===== config.mk =====
export PLATFORM = sky130hd
export DESIGN_NAME = dot2_sat_unit
export DESIGN_NICKNAME = d
export VERILOG_FILES = /design/src/rtl/dot2_pkg.sv /design/src/rtl/dot2_lane_mul.sv /design/src/rtl/dot2_sum_sat.sv /design/src/rtl/dot2_ctrl_pipe.sv /design/src/rtl/dot2_regfile.sv /design/src/rtl/dot2_sat_unit.sv
export SDC_FILE = /design/constraint.sdc
export NUM_CORES = 2
export LEC_CHECK = 0
export BUFFER_PORTS_ARGS = -buffer_cell sky130_fd_sc_hd__buf_2
export CORE_MARGIN = 8
export CORE_UTILIZATION = 50
export DETAILED_ROUTE_END_ITERATION = 8
export PLACE_DENSITY = 0.67
export SYNTH_ARGS = -nofsm -noshare
export SYNTH_HDL_FRONTEND = slang
export SYNTH_SLANG_ARGS = --single-unit

===== constraint.sdc =====
create_clock -name clk_i -period 4.8 [get_ports clk_i]
set_input_delay 0.96 -clock clk_i [delete_from_list [all_inputs] [get_ports clk_i]]
set_output_delay 0.96 -clock clk_i [all_outputs]
set_load 0.1 [all_outputs]

===== src/rtl/dot2_pkg.sv =====
package dot2_pkg;
  localparam int unsigned DEF_HALF_W = 16;
  localparam int unsigned DEF_LANES  = 2;
  localparam int unsigned DEF_NREGS  = 8;
  // Register stages from issue to writeback.
  localparam int unsigned PIPE_DEPTH = 3;
endpackage


===== src/rtl/dot2_lane_mul.sv =====
module dot2_lane_mul #(
  parameter int unsigned HALF_W = 16,
  localparam int unsigned PROD_W = 2 * HALF_W
) (
  input  logic              clk_i,
  input  logic              rst_ni,
  input  logic [HALF_W-1:0] a_i,
  input  logic [HALF_W-1:0] b_i,
  output logic [PROD_W-1:0] prod_o
);
  logic signed [PROD_W-1:0] a_ext, b_ext, prod_q;

  always_comb begin
    a_ext = PROD_W'($signed(a_i));
    b_ext = PROD_W'($signed(b_i));
  end

  always_ff @(posedge clk_i or negedge rst_ni) begin
    if (!rst_ni) prod_q <= '0;
    else         prod_q <= a_ext * b_ext;
  end

  assign prod_o = prod_q;

  AST_LANE_ZERO: assert property (@(posedge clk_i) disable iff (!rst_ni)
    ($past(a_i) == '0 || $past(b_i) == '0) |-> prod_o == '0);
  AST_LANE_SIGN: assert property (@(posedge clk_i) disable iff (!rst_ni)
    ($past(a_i) != '0 && $past(b_i) != '0) |-> prod_o[PROD_W-1] == ($past(a_i[HALF_W-1]) ^ $past(b_i[HALF_W-1])));
endmodule


===== src/rtl/dot2_sum_sat.sv =====
module dot2_sum_sat #(
  parameter int unsigned LANES  = 2,
  parameter int unsigned PROD_W = 32,
  parameter int unsigned OUT_W  = 32,
  localparam int unsigned SUM_W = PROD_W + $clog2(LANES),
  localparam int unsigned HI_W  = SUM_W - OUT_W + 1
) (
  input  logic                         clk_i,
  input  logic                         rst_ni,
  input  logic [LANES-1:0][PROD_W-1:0] prods_i,
  output logic [OUT_W-1:0]             res_o
);
  localparam logic [OUT_W-1:0] SAT_MAX = {1'b0, {(OUT_W-1){1'b1}}};
  localparam logic [OUT_W-1:0] SAT_MIN = {1'b1, {(OUT_W-1){1'b0}}};
  localparam logic signed [SUM_W-1:0] MAX_EXT = {{HI_W{1'b0}}, {(OUT_W-1){1'b1}}};
  localparam logic signed [SUM_W-1:0] MIN_EXT = {{HI_W{1'b1}}, {(OUT_W-1){1'b0}}};

  logic signed [SUM_W-1:0] acc, sum_q;
  logic [HI_W-1:0]         hi_bits;
  logic                    fits;
  logic [OUT_W-1:0]        sat_val, res_q;

  // Stage 2: full-precision sum.
  always_comb begin
    acc = '0;
    for (int l = 0; l < LANES; l++) acc = acc + SUM_W'($signed(prods_i[l]));
  end

  always_ff @(posedge clk_i or negedge rst_ni) begin
    if (!rst_ni) sum_q <= '0;
    else         sum_q <= acc;
  end

  // Stage 3: clamp to OUT_W signed.
  always_comb begin
    hi_bits = sum_q[SUM_W-1:OUT_W-1];
    fits    = (&hi_bits) | ~(|hi_bits);
    if (fits)               sat_val = sum_q[OUT_W-1:0];
    else if (sum_q[SUM_W-1]) sat_val = SAT_MIN;
    else                    sat_val = SAT_MAX;
  end

  always_ff @(posedge clk_i or negedge rst_ni) begin
    if (!rst_ni) res_q <= '0;
    else         res_q <= sat_val;
  end

  assign res_o = res_q;

  AST_SAT_HIGH: assert property (@(posedge clk_i) disable iff (!rst_ni)
    ($past(sum_q) > MAX_EXT) |-> res_q == SAT_MAX);
  AST_SAT_LOW: assert property (@(posedge clk_i) disable iff (!rst_ni)
    ($past(sum_q) < MIN_EXT) |-> res_q == SAT_MIN);
  AST_SAT_PASS: assert property (@(posedge clk_i) disable iff (!rst_ni)
    ($past(sum_q) <= MAX_EXT && $past(sum_q) >= MIN_EXT) |-> res_q == $past(sum_q[OUT_W-1:0]));
endmodule


===== src/rtl/dot2_ctrl_pipe.sv =====
module dot2_ctrl_pipe #(
  parameter int unsigned DEPTH = 3,
  parameter int unsigned IDX_W = 3
) (
  input  logic             clk_i,
  input  logic             rst_ni,
  input  logic             wr_i,
  input  logic [IDX_W-1:0] idx_i,
  output logic             wr_o,
  output logic [IDX_W-1:0] idx_o
);
  logic [DEPTH-1:0]            wr_q;
  logic [DEPTH-1:0][IDX_W-1:0] idx_q;

  for (genvar g = 0; g < DEPTH; g++) begin : g_stage
    if (g == 0) begin : g_head
      always_ff @(posedge clk_i or negedge rst_ni) begin
        if (!rst_ni) begin
          wr_q[g]  <= 1'b0;
          idx_q[g] <= '0;
        end else begin
          wr_q[g]  <= wr_i;
          idx_q[g] <= idx_i;
        end
      end
    end else begin : g_tail
      always_ff @(posedge clk_i or negedge rst_ni) begin
        if (!rst_ni) begin
          wr_q[g]  <= 1'b0;
          idx_q[g] <= '0;
        end else begin
          wr_q[g]  <= wr_q[g-1];
          idx_q[g] <= idx_q[g-1];
        end
      end
    end
  end

  assign wr_o  = wr_q[DEPTH-1];
  assign idx_o = idx_q[DEPTH-1];

  AST_CTRL_ONEHOP: assert property (@(posedge clk_i) disable iff (!rst_ni)
    wr_q[0] == $past(wr_i));
endmodule


===== src/rtl/dot2_regfile.sv =====
module dot2_regfile #(
  parameter int unsigned NREGS = 8,
  parameter int unsigned W     = 32,
  localparam int unsigned IDX_W = $clog2(NREGS)
) (
  input  logic             clk_i,
  input  logic             rst_ni,
  input  logic             we_i,
  input  logic [IDX_W-1:0] wr_idx_i,
  input  logic [W-1:0]     wr_data_i,
  input  logic [IDX_W-1:0] rd_idx_i,
  output logic [W-1:0]     rd_data_o
);
  logic [NREGS-1:0][W-1:0] mem_q;

  for (genvar r = 0; r < NREGS; r++) begin : g_reg
    always_ff @(posedge clk_i or negedge rst_ni) begin
      if (!rst_ni)                          mem_q[r] <= '0;
      else if (we_i && wr_idx_i == IDX_W'(r)) mem_q[r] <= wr_data_i;
    end
  end

  assign rd_data_o = mem_q[rd_idx_i];

  AST_RF_HOLD: assert property (@(posedge clk_i) disable iff (!rst_ni)
    !we_i |=> $stable(mem_q));
  AST_RF_WRITE: assert property (@(posedge clk_i) disable iff (!rst_ni)
    we_i |=> mem_q[$past(wr_idx_i)] == $past(wr_data_i));
endmodule


===== src/rtl/dot2_sat_unit.sv =====
module dot2_sat_unit
  import dot2_pkg::*;
#(
  parameter int unsigned HALF_W = DEF_HALF_W,
  parameter int unsigned LANES  = DEF_LANES,
  parameter int unsigned NREGS  = DEF_NREGS,
  localparam int unsigned OP_W   = HALF_W * LANES,
  localparam int unsigned PROD_W = 2 * HALF_W,
  localparam int unsigned OUT_W  = PROD_W,
  localparam int unsigned IDX_W  = $clog2(NREGS)
) (
  input  logic             clk_i,
  input  logic             rst_ni,
  input  logic             issue_valid_i,
  input  logic [OP_W-1:0]  src_a_i,
  input  logic [OP_W-1:0]  src_b_i,
  input  logic [OP_W-1:0]  guard_i,
  input  logic [IDX_W-1:0] dst_idx_i,
  output logic             wb_valid_o,
  output logic [IDX_W-1:0] wb_idx_o,
  output logic [OUT_W-1:0] wb_data_o,
  input  logic [IDX_W-1:0] rd_idx_i,
  output logic [OUT_W-1:0] rd_data_o
);
  logic [LANES-1:0][PROD_W-1:0] prods;
  logic                         wr_req;

  for (genvar l = 0; l < LANES; l++) begin : g_lane
    dot2_lane_mul #(.HALF_W(HALF_W)) u_mul (
      .clk_i  (clk_i),
      .rst_ni (rst_ni),
      .a_i    (src_a_i[l*HALF_W +: HALF_W]),
      .b_i    (src_b_i[l*HALF_W +: HALF_W]),
      .prod_o (prods[l])
    );
  end

  dot2_sum_sat #(.LANES(LANES), .PROD_W(PROD_W), .OUT_W(OUT_W)) u_sum (
    .clk_i   (clk_i),
    .rst_ni  (rst_ni),
    .prods_i (prods),
    .res_o   (wb_data_o)
  );

  assign wr_req = issue_valid_i & guard_i[0];

  dot2_ctrl_pipe #(.DEPTH(PIPE_DEPTH), .IDX_W(IDX_W)) u_ctrl (
    .clk_i  (clk_i),
    .rst_ni (rst_ni),
    .wr_i   (wr_req),
    .idx_i  (dst_idx_i),
    .wr_o   (wb_valid_o),
    .idx_o  (wb_idx_o)
  );

  dot2_regfile #(.NREGS(NREGS), .W(OUT_W)) u_rf (
    .clk_i     (clk_i),
    .rst_ni    (rst_ni),
    .we_i      (wb_valid_o),
    .wr_idx_i  (wb_idx_o),
    .wr_data_i (wb_data_o),
    .rd_idx_i  (rd_idx_i),
    .rd_data_o (rd_data_o)
  );

  AST_WB_GUARDED: assert property (@(posedge clk_i) disable iff (!rst_ni)
    wb_valid_o |-> $past(issue_valid_i && guard_i[0], 3));
  AST_WB_SUPPRESS: assert property (@(posedge clk_i) disable iff (!rst_ni)
    $past(issue_valid_i && !guard_i[0], 3) |-> !wb_valid_o);
  AST_WB_INDEX: assert property (@(posedge clk_i) disable iff (!rst_ni)
    wb_valid_o |-> wb_idx_o == $past(dst_idx_i, 3));
  AST_WB_DUE: assert property (@(posedge clk_i) disable iff (!rst_ni)
    $past(issue_valid_i && guard_i[0], 3) |-> wb_valid_o);
endmodule


==> impl_results.md <==
- Status: finished, violations left
- Failing checks: negative setup slack
- Later-pin clock latency in the skew report: 0.55 ns
- First-pass DRT Iterations: 5
- Initial antenna violation count: 3
- Final wirelength: about 85 mm
- Share of the yosys chip area belonging to registers: 27.07%
- DRC violation count after routing: 0
- Setup Skew: 0.02443 ns
- Grt ovf: 0
- Boundary pin count: 173
- Fmax: 173.4 MHz
- Gr usage total: 21.19%
- Final-stage net count: approximately 4.6k
- Hold crit path type: reg -> reg
- Synthesized area: 36,700 um^2
- Post-DR vias/cell: 5.274
- # rows: 99
- Seq cells post-synth: between 300 and 400
- Starting density of the core: 50.38%
- Share of layout cells above drive strength 1: about 34%
- Pre-CTS WS: -1.698 ns
- Final Hold Slack: around 0.35 ns
- TritonCTS Sinks: 397
- CP max stage delay: 0.55 ns
- Wire per inst: 17.70 um
- Crit path depth: 21
- Commonest cells after routing, fill and taps aside: inv_1 (586), fa_1 (491), dfrtp_1 (397), buf_4 (329), mux2_2 (288)
- R2R depth: 8
- Mean area per synthesized cell: 11.11 um^2
- Max clock buf depth: 3
- Vias after detailed routing: 25.19k
- CP top delay family: adder cells
- Worst EP arrival: 6.23 ns
- Worst path bufs/invs: 6
- Largest net degree at the start of global routing: 118
- Worst path cell trace: buf_4, buf_6, and2_1, fa_1, inv_1, fa_2, fa_2, inv_1, fa_2, fa_1, inv_1, fa_1, inv_1, ha_4, nand2_1, o21ai_4, a311oi_4, o31a_1, o21a_1, or4b_1, nand3_1
- Hold_buf cts: 0
- Crit end category: flop
- First-pass GRT wire length: 142.8 mm
- Clk slew on worst S/H paths: 0.06 ns
- Hold Crit Start: u_ctrl.wr_q[1]
- Vias in the first global route: 28.08k
- Fillers: 5,719
- H-tree Lvls: 2
- Synth Instances: 3,304
- Startpoint Class: input pin
- Final setup margin: -0.9666 ns
- Finished layout cell area: 45,330 um^2
- Worst path slowest cell: fa_2
- CTS Buf Count: 43
- Placed cell area: ~42,000 um^2
- Dominant synthesized flop cell: dfrtp_1
- Initial DRC Count: 1,255
- Die width: 286.9 um
- Fin util: between 60% and 70%
- R2R Setup Slk: 1.66 ns
- Final setup violation count: 43
- Final Hold Vio Count: 0
- EDFF count, synth: 0
- Worst Path Required: 5.27 ns
- Slew HR: 17.64%
- Most common cell after layout, fill and taps aside: inv_1
- Critical path type: in -> reg
- Post-route ant nets: 0
- Reg-to-reg endpoint: u_sum.sum_q[29]
- Area Growth Syn to Fin: 23.52%
- Warnings, synthesis: 0
- Dpl hpwl: 64.76 mm
- Die Height: around 290 um
- FFs w/ async S/R, synth: between 90% and 100%
- Hold path endpoint: u_ctrl.wr_o
- Die area: 82,320 um^2
- Netlist cell types: 69
- PortBufs: approximately 140
- RR Startpoint: g_lane[1].u_mul.prod_o[6]
- Hold Path Depth: 0
- Placer Congestion: 0.8732
- CTS tree: done
- RSZ-0062 raised after global routing: true
- Post-synth net total: 4,132
- Tcrit/Tclk final: 120.1%
- Worst path most repeated cell: inv_1
- Core area: about 73,000 um^2
- Crit Path Max Fanout: 6
- Worst-Margin Slew: 1.234 ns
- Max-Cap Viols: 0
- CTS root buffer: clkbuf_16
- Period minus WS final: 5.767 ns
- Slew Limit Fails: 0
## metal layers
layer	global-route usage (%)	wire, um
met5	0	0
met4	5.421	2255
met3	2.086	2839
met2	37.67	44260
met1	27.71	35190
## cell type report
type | instances | area (um^2) | area share [%]
Antenna cell | 1 | 2.502 | 0.005521
Clock buffer | 57 | 1179 | 2.600
Clock inverter | 19 | 207.7 | 0.4582
Inverter | 623 | 2351 | 5.187
Multi-Input combinational cell | 2160 | 25610 | 56.49
Sequential cell | 397 | 9935 | 21.92
Tap cell | 959 | 1200 | 2.647
Timing Repair Buffer | 561 | 4846 | 10.69
## stage by stage
step / setup TNS [ns] / cells
2_1_floorplan: -32.05 / 3304
3_3_place_gp: -56.96 / 4631
3_5_place_dp: -59.20 / 4631
4_1_cts: -25.91 / 4745
5_1_grt: -34.21 / 4777
6_report: -27.48 / 4777
## cells by family after synthesis
logic type	count (synthesis)	share of synthesized area [%]
buf+inv	747	7.695
fa+ha+maj	723	35.39
simple gates	720	9.823
flops	397	27.07
mux	352	12.77
compound gates	273	5.057
xor+xnor	92	2.196
## how the worst max path moves through the flow
| stage | end | startpoint | slack [ns] |
|---|---|---|---|
| after floorplan | g_lane[1].u_mul.prod_o[31] | src_a_i[31] | -1.26 |
| after global placement | g_lane[0].u_mul.prod_o[28] | src_b_i[5] | -1.62 |
| after detailed placement | g_lane[0].u_mul.prod_o[28] | src_b_i[5] | -1.70 |
| after CTS | g_lane[1].u_mul.prod_o[30] | src_a_i[31] | -0.97 |
| after global routing | g_lane[0].u_mul.prod_o[24] | src_a_i[10] | -1.11 |
| final | g_lane[0].u_mul.prod_o[24] | src_a_i[10] | -0.97 |
## registers in the layout, indices dropped and copies added (netlist names)
| name | cells |
|---|---|
| g_lane.u_mul.prod_o | 64 |
| u_sum.sum_q | 33 |
| u_ctrl.wr_o | 1 |
| u_ctrl.idx_o | 3 |
| u_ctrl.idx_q | 6 |
| u_rf.mem_q | 256 |
| u_ctrl.wr_q | 2 |
| u_sum.res_o | 32 |
## what timing repair did
item                                    CTS  global route
pin swaps                               155           118
setup buffers                            40            39
endpoints found under the setup margin   45            46
resized for setup                       312           125
gates cloned                              1             0
hold endpoints to repair                  0             0
## synth_stat cells, types with 8 or more instances
master	count	area [um^2]
and3_1	9	56.30
a21oi_1	68	340.3
dfrtp_1	397	9935
xor2_1	18	157.7
inv_1	623	2338
a31oi_1	8	50.05
ha_1	198	2477
fa_1	525	10510
a21o_1	48	360.4
nand3_1	28	140.1
a211oi_1	14	105.1
mux2_2	288	3243
o21ai_0	51	255.2
nand2b_1	19	118.9
and2_1	248	1551
mux4_2	64	1441
nand4_1	10	62.56
clkbuf_1	111	416.7
o21bai_1	9	67.56
nor3_1	24	120.1
xnor2_1	74	648.1
o211ai_1	10	75.07
nor2_1	66	247.7
nand2_1	282	1059
Power is not shown: default switching activity piles up to over one toggle a cycle in this logic, so the estimate is an artifact.
